--- src/rtl/rdmux_pkg.sv ---
package rdmux_pkg;
  localparam int LANE_W = 8;
  localparam int LANES  = 4;
  localparam int DATA_W = LANE_W * LANES;

  function automatic logic [DATA_W-1:0] rotate_lanes(input logic [DATA_W-1:0] lanes,
                                                     input logic [1:0] align);
    logic [DATA_W-1:0] r;
    for (int j = 0; j < LANES; j++) begin
      r[j*LANE_W +: LANE_W] = lanes[((j + int'(align)) % LANES)*LANE_W +: LANE_W];
    end
    return r;
  endfunction
endpackage

--- src/rtl/rdmux_slot_cell.sv ---
module rdmux_slot_cell
  import rdmux_pkg::*;
(
  input  logic [LANE_W-1:0] chain_i,
  input  logic [LANE_W-1:0] data_i,
  input  logic              sel_i,
  output logic [LANE_W-1:0] chain_o
);
  assign chain_o = chain_i | (data_i & {LANE_W{sel_i}});
endmodule

--- src/rtl/rdmux_chain.sv ---
module rdmux_chain
  import rdmux_pkg::*;
#(
  parameter int DEPTH = 2
) (
  input  logic [DEPTH*LANE_W-1:0] data_i,
  input  logic [DEPTH-1:0]        sel_i,
  output logic [LANE_W-1:0]       lane_o
);
  logic [LANE_W-1:0] link [DEPTH+1];

  assign link[0] = '0; // chain head: idle bus reads zero

  for (genvar i = 0; i < DEPTH; i++) begin : g_cell
    rdmux_slot_cell u_cell (
      .chain_i (link[i]),
      .data_i  (data_i[i*LANE_W +: LANE_W]),
      .sel_i   (sel_i[i]),
      .chain_o (link[i+1])
    );
  end

  assign lane_o = link[DEPTH];
endmodule

--- src/rtl/rdmux_align.sv ---
module rdmux_align
  import rdmux_pkg::*;
(
  input  logic [DATA_W-1:0] lanes_i,
  input  logic [1:0]        align_i,
  output logic [DATA_W-1:0] data_o
);
  logic [LANE_W-1:0] lane_arr [LANES];

  for (genvar l = 0; l < LANES; l++) begin : g_unpack
    assign lane_arr[l] = lanes_i[l*LANE_W +: LANE_W];
  end

  for (genvar j = 0; j < LANES; j++) begin : g_byte
    logic [1:0] src;
    assign src = 2'(j) + align_i;
    assign data_o[j*LANE_W +: LANE_W] = lane_arr[src];
  end
endmodule

--- src/rtl/rdmux_top.sv ---
module rdmux_top
  import rdmux_pkg::*;
#(
  parameter int NUM_SLOTS = 8
) (
  input  logic                        clk_i,
  input  logic                        rst_ni,
  input  logic [NUM_SLOTS*LANE_W-1:0] slot_data_i,
  input  logic [NUM_SLOTS-1:0]        slot_sel_i,
  input  logic [1:0]                  align_i,
  input  logic                        rd_i,
  output logic [DATA_W-1:0]           lane_o,
  output logic [DATA_W-1:0]           rd_data_o
);
  localparam int PER_LANE = NUM_SLOTS / LANES;

  logic [DATA_W-1:0] aligned;
  logic [DATA_W-1:0] rd_q;

  // lane l collects slots l, l+4, l+8, ...
  for (genvar l = 0; l < LANES; l++) begin : g_lane
    logic [PER_LANE*LANE_W-1:0] ldata;
    logic [PER_LANE-1:0]        lsel;
    for (genvar i = 0; i < PER_LANE; i++) begin : g_tap
      assign ldata[i*LANE_W +: LANE_W] = slot_data_i[(i*LANES+l)*LANE_W +: LANE_W];
      assign lsel[i]                   = slot_sel_i[i*LANES+l];
    end
    rdmux_chain #(.DEPTH(PER_LANE)) u_chain (
      .data_i (ldata),
      .sel_i  (lsel),
      .lane_o (lane_o[l*LANE_W +: LANE_W])
    );
  end

  rdmux_align u_align (
    .lanes_i (lane_o),
    .align_i (align_i),
    .data_o  (aligned)
  );

  always_ff @(posedge clk_i or negedge rst_ni) begin
    if (!rst_ni)   rd_q <= '0;
    else if (rd_i) rd_q <= aligned;
  end

  assign rd_data_o = rd_q;
endmodule

--- config.mk ---
export PLATFORM = sky130hd
export DESIGN_NAME = rdmux_top
export DESIGN_NICKNAME = d
export VERILOG_FILES = /design/src/rtl/rdmux_pkg.sv /design/src/rtl/rdmux_slot_cell.sv /design/src/rtl/rdmux_chain.sv /design/src/rtl/rdmux_align.sv /design/src/rtl/rdmux_top.sv
export SDC_FILE = /design/constraint.sdc
export NUM_CORES = 1
export LEC_CHECK = 0
export ABC_CLOCK_PERIOD_IN_PS = 1100
export BUFFER_PORTS_ARGS = -buffer_cell sky130_fd_sc_hd__buf_4
export CORE_ASPECT_RATIO = 1.2
export CORE_MARGIN = 3
export CORE_UTILIZATION = 46
export CTS_CLUSTER_DIAMETER = 60
export DETAILED_ROUTE_END_ITERATION = 16
export HOLD_SLACK_MARGIN = 0.1
export PLACE_DENSITY_LB_ADDON = 0.12
export REMOVE_ABC_BUFFERS = 1
export SETUP_SLACK_MARGIN = 0.1
export SLEW_MARGIN = 20
export SYNTH_ARGS = -nofsm -noshare
export SYNTH_HDL_FRONTEND = slang
export SYNTH_HIERARCHICAL = 1
export SYNTH_SLANG_ARGS = --single-unit
--- constraint.sdc ---
create_clock -name clk_i -period 1.1 [get_ports clk_i]
set_clock_uncertainty 0.2 [all_clocks]
set_input_delay 0.055 -clock clk_i [delete_from_list [all_inputs] [get_ports clk_i]]
set_output_delay 0.055 -clock clk_i [all_outputs]
set_load 0.1 [all_outputs]
# Word level (Yosys, flattened, before mapping)
# Index checks and enable logic that the tools add are counted.
[word_totals]
regBits = 32
input_bits = 77
output_inout_bits = 64
elab_cells = 36
[classes]
n_addsub = 3
order_cmp = 4
n_mux = 12
bitwise = 16
[op_table]
columns = ["cell", "count"]
rows = [
  ["8-bit bitwise AND", 8],
  ["8-bit binary-select mux with 2-bit select", 4],
  ["8-bit 2-to-1 mux", 8],
  ["8-bit OR", 4],
  ["3-bit greater-or-equal comparator, second input constant", 4],
  ["2-bit inverter with 3-bit output", 4],
  ["2-bit adder, first input constant", 2],
  ["1-bit by 2-bit adder with 2-bit output, first input constant", 1],
]

# Logic depth before layout (Yosys ltp)
[depth]
depth_word = 5
mapped_depth = 5
ltp_nobuf = 4

# Hierarchy
# Netlist, hierarchy kept.
[by_module_without_submodules]
columns = ["module", "n_inst", "cells_each", "area_per_inst_um2", "seq_area_each_um2"]
rows = [
  ["rdmux_top", 1, 68, 1345.0, 800.8],
  ["rdmux_align", 1, 40, 824.5, 0.0],
  ["rdmux_slot_cell", 8, 9, 71.3, 0.0],
  ["rdmux_chain", 4, 1, 3.8, 0.0],
]

# Worst setup path after synthesis
# OpenSTA, ideal clock, no wires.
[synth_timing]
path_type = "in2reg"
from = "input port slot_sel_i[2]"
to = "register rd_q[9] (netlist: rd_data_o[9])"
setup_time_ns = 0.126
t_arrival_ns = 1.685
required_ns = 0.774
path_slack_ns = -0.911
path_stages = 5
n_path_buf = 1
cell_sequence = "buf_6 -> a21o_1 -> a21o_1 -> mux4_1 -> mux2_4"
[synth_lines]
columns = ["element", "line", "rtl"]
rows = [
  ["start, declared", "rdmux_top.sv:9", "input logic [NUM_SLOTS-1:0] slot_sel_i,"],
  ["end signal, assigned", "rdmux_top.sv:43", "else if (rd_i) rd_q <= aligned;"],
  ["end, declared", "rdmux_top.sv:18", "logic [DATA_W-1:0] rd_q;"],
]

==> metrics <==
Critical R2R Launch rd_data_o[26]; post-synthesis sequential area ratio 29.06%; Final Wtd Congestion 0.8874; Final Slew Violations 0; global routing usage on met2 62.02%; GRT busiest layer met2; vias in the first global route 3070; io pins 141; global route overflow 0; post-route cell area 0.005429 mm2; met3 GRT Util 7.884%; fin cells 471; Period minus WS final 1.466 ns; Vias 2937; Synth top area share 29.06%; r2r setup slk -0.07 ns; unrepaired setup endpoints after global routing true; largest net degree at the start of global routing 33; hpwl dp 6573 um; status finished with violations; flops & latches, synth 32; Netlist cell types 10; Critical Path Sink Type register; commonest non-fill, non-tap cells in the layout buf_12, a21o_1, buf_4, buf_6; die height 90.78 um; first-pass GRT wire length 18390 um; worst slack, placed -0.5791 ns; CP cell instances buf_12 > a21o_1 > a21o_1 > mux4_2 > mux2_4; Switching Share 46.11%; worst reg2reg path depth 2; WHS -0.07110 ns; Crit Path Max Fanout 8; Tcrit/Tclk final 133.3%; crit path launch type input pin; Final Hold Fails 3; initial antenna violation count 0; power density over cell area 1421 mW/mm2; met1 usage 38.12%; Comb pwr share 62.1%; fmax 0.6821 GHz; Area contributors post-synth dfrtp_1, mux4_2, a21o_1, mux2_4, buf_6; Largest register FFs 32; chip width 76.65 um; Worst path most repeated cell a21o_1; Flop pwr share 20.7%; Worst Path Required 1.08 ns; Synth Warn # 6; DR pass1 iterations 5; drt wl/cell 31.14 um; Final ANT Viol Nets 0; share of cells above drive strength 1 68.03%; die area 0.006958 mm2; Max-Cap Viols 0; Critical Path AT 1.44 ns; post-synth design cell area 0.002755 mm2; crit-path max cell delay 0.53 ns; IO Port Bufs 140; WS Path Type input pin to register; Setup crit start slot_sel_i[2]; core region area 0.005743 mm2; reg-to-reg critical path endpoint rd_data_o[26]; Worst IR Drop VDD 1169 uV; DP Area 0.004103 mm2; Post-route DRC 0; Crit-path slowest cell mux4_2; commonest non-fill, non-tap cell in the layout buf_12; DR iter-0 viols 388; switching power of the nets 3.556 mW; final setup vio count 92; CTS Buf Count 5; Pleak 2.658 nW; Total Neg Setup Slack -12.49 ns; Layout Nets 467; clk buf depth 2; Vias/cell 6.236; CTS sink cnt 32; Synth Instances 184; # H-tree levels 2; Clk Latency, worst-skew pair 0.29 ns; antenna cells 0; GRT Total Usage 35.01%; most area-hungry cell type in the Yosys netlist dfrtp_1; Row Count 30; Root Buffer clkbuf_8; clock network fraction of design power 17.2%; Hold Path Class input pin to register; CTS clk-pin slew, worst paths 0.09 ns; Initial Util 47.97%; area grow syn2layout 97.05%; cts hold-fix bufs 1; HP Start rd_i; cell internal pwr 4.156 mW; violated checks negative hold slack, negative setup slack; Pwr Total 7.713 mW; worst setup margin -0.3660 ns; CTS tree yes; WL final 14670 um; synthesized area per cell 14.97 um2; CP Capture Point rd_data_o[4]; dpl cells 449
critical path: cells and delay by family:
kind            cells  cell delay, ns
mux                 2            0.80
buf+inv             1            0.12
compound gates      2            0.47
worst min-delay path by stage:
stage / to / slack, ns / cells past startpoint
after floorplan: rd_data_o[0] / -0.44 / 0
after global routing: rd_data_o[23] / -0.08 / 2
after global placement: rd_data_o[27] / -0.18 / 1
after CTS: rd_data_o[29] / -0.08 / 2
final: rd_data_o[23] / -0.07 / 2
after detailed placement: rd_data_o[27] / -0.17 / 1
power groups by stage:
stage          Combinational (mW)  Sequential (mW)  Clock [mW]
2_1_floorplan                1.29             2.77           0
3_3_place_gp                 3.61             1.49           0
3_5_place_dp                 3.64             1.48           0
4_1_cts                      4.44             1.57        1.29
5_1_grt                      4.86             1.61        1.37
6_report                     4.79             1.60        1.33
per-stage QoR:
| stage | hold WS (ns) | utilization, % |
|---|---|---|
| after floorplan | -0.4406 | - |
| after global placement | -0.1754 | 71.44 |
| after detailed placement | -0.1680 | 71.44 |
| after CTS | -0.08011 | 91.29 |
| after global routing | -0.08016 | 94.53 |
| final | -0.07110 | 94.53 |
metal layers:
layer | wire (um) | vias up
li1 | - | 1105
met1 | 4452 | 1407
met2 | 7545 | 315
met3 | 1340 | 110
met4 | 1327 | 0
met5 | 0 | -
logic make-up after synthesis:
family | share of synthesized area (%)
buffers and inverters | 9.491
multiplexers | 43.46
flip-flops | 29.06
AO/OA/AOI/OAI | 17.44
other | 0.5448
final cells by class:
| cell class | count | area [um2] |
|---|---|---|
| sequential | 32 | 802.0 |
| fill | 136 | 314.1 |
| clock inverter | 1 | 30.03 |
| tap | 80 | 100.1 |
| multi-input combinational | 160 | 1824 |
| timing repair buffer | 191 | 2576 |
| clock buffer | 7 | 96.34 |
cell usage after synthesis (all sizes together):
master,count
dfrtp,32
a21o,64
buf,20
mux4,32
conb,4
mux2,32
repair_timing:
action | 4_1_cts | 5_1_grt
pin swaps | 5 | 13
setup endpoints to repair | 96 | 96
endpoints found under the hold margin | 35 | 3
buffers inserted | 17 | 25
gates resized for setup | 244 | 35
(Power assumes the default switching activity.)
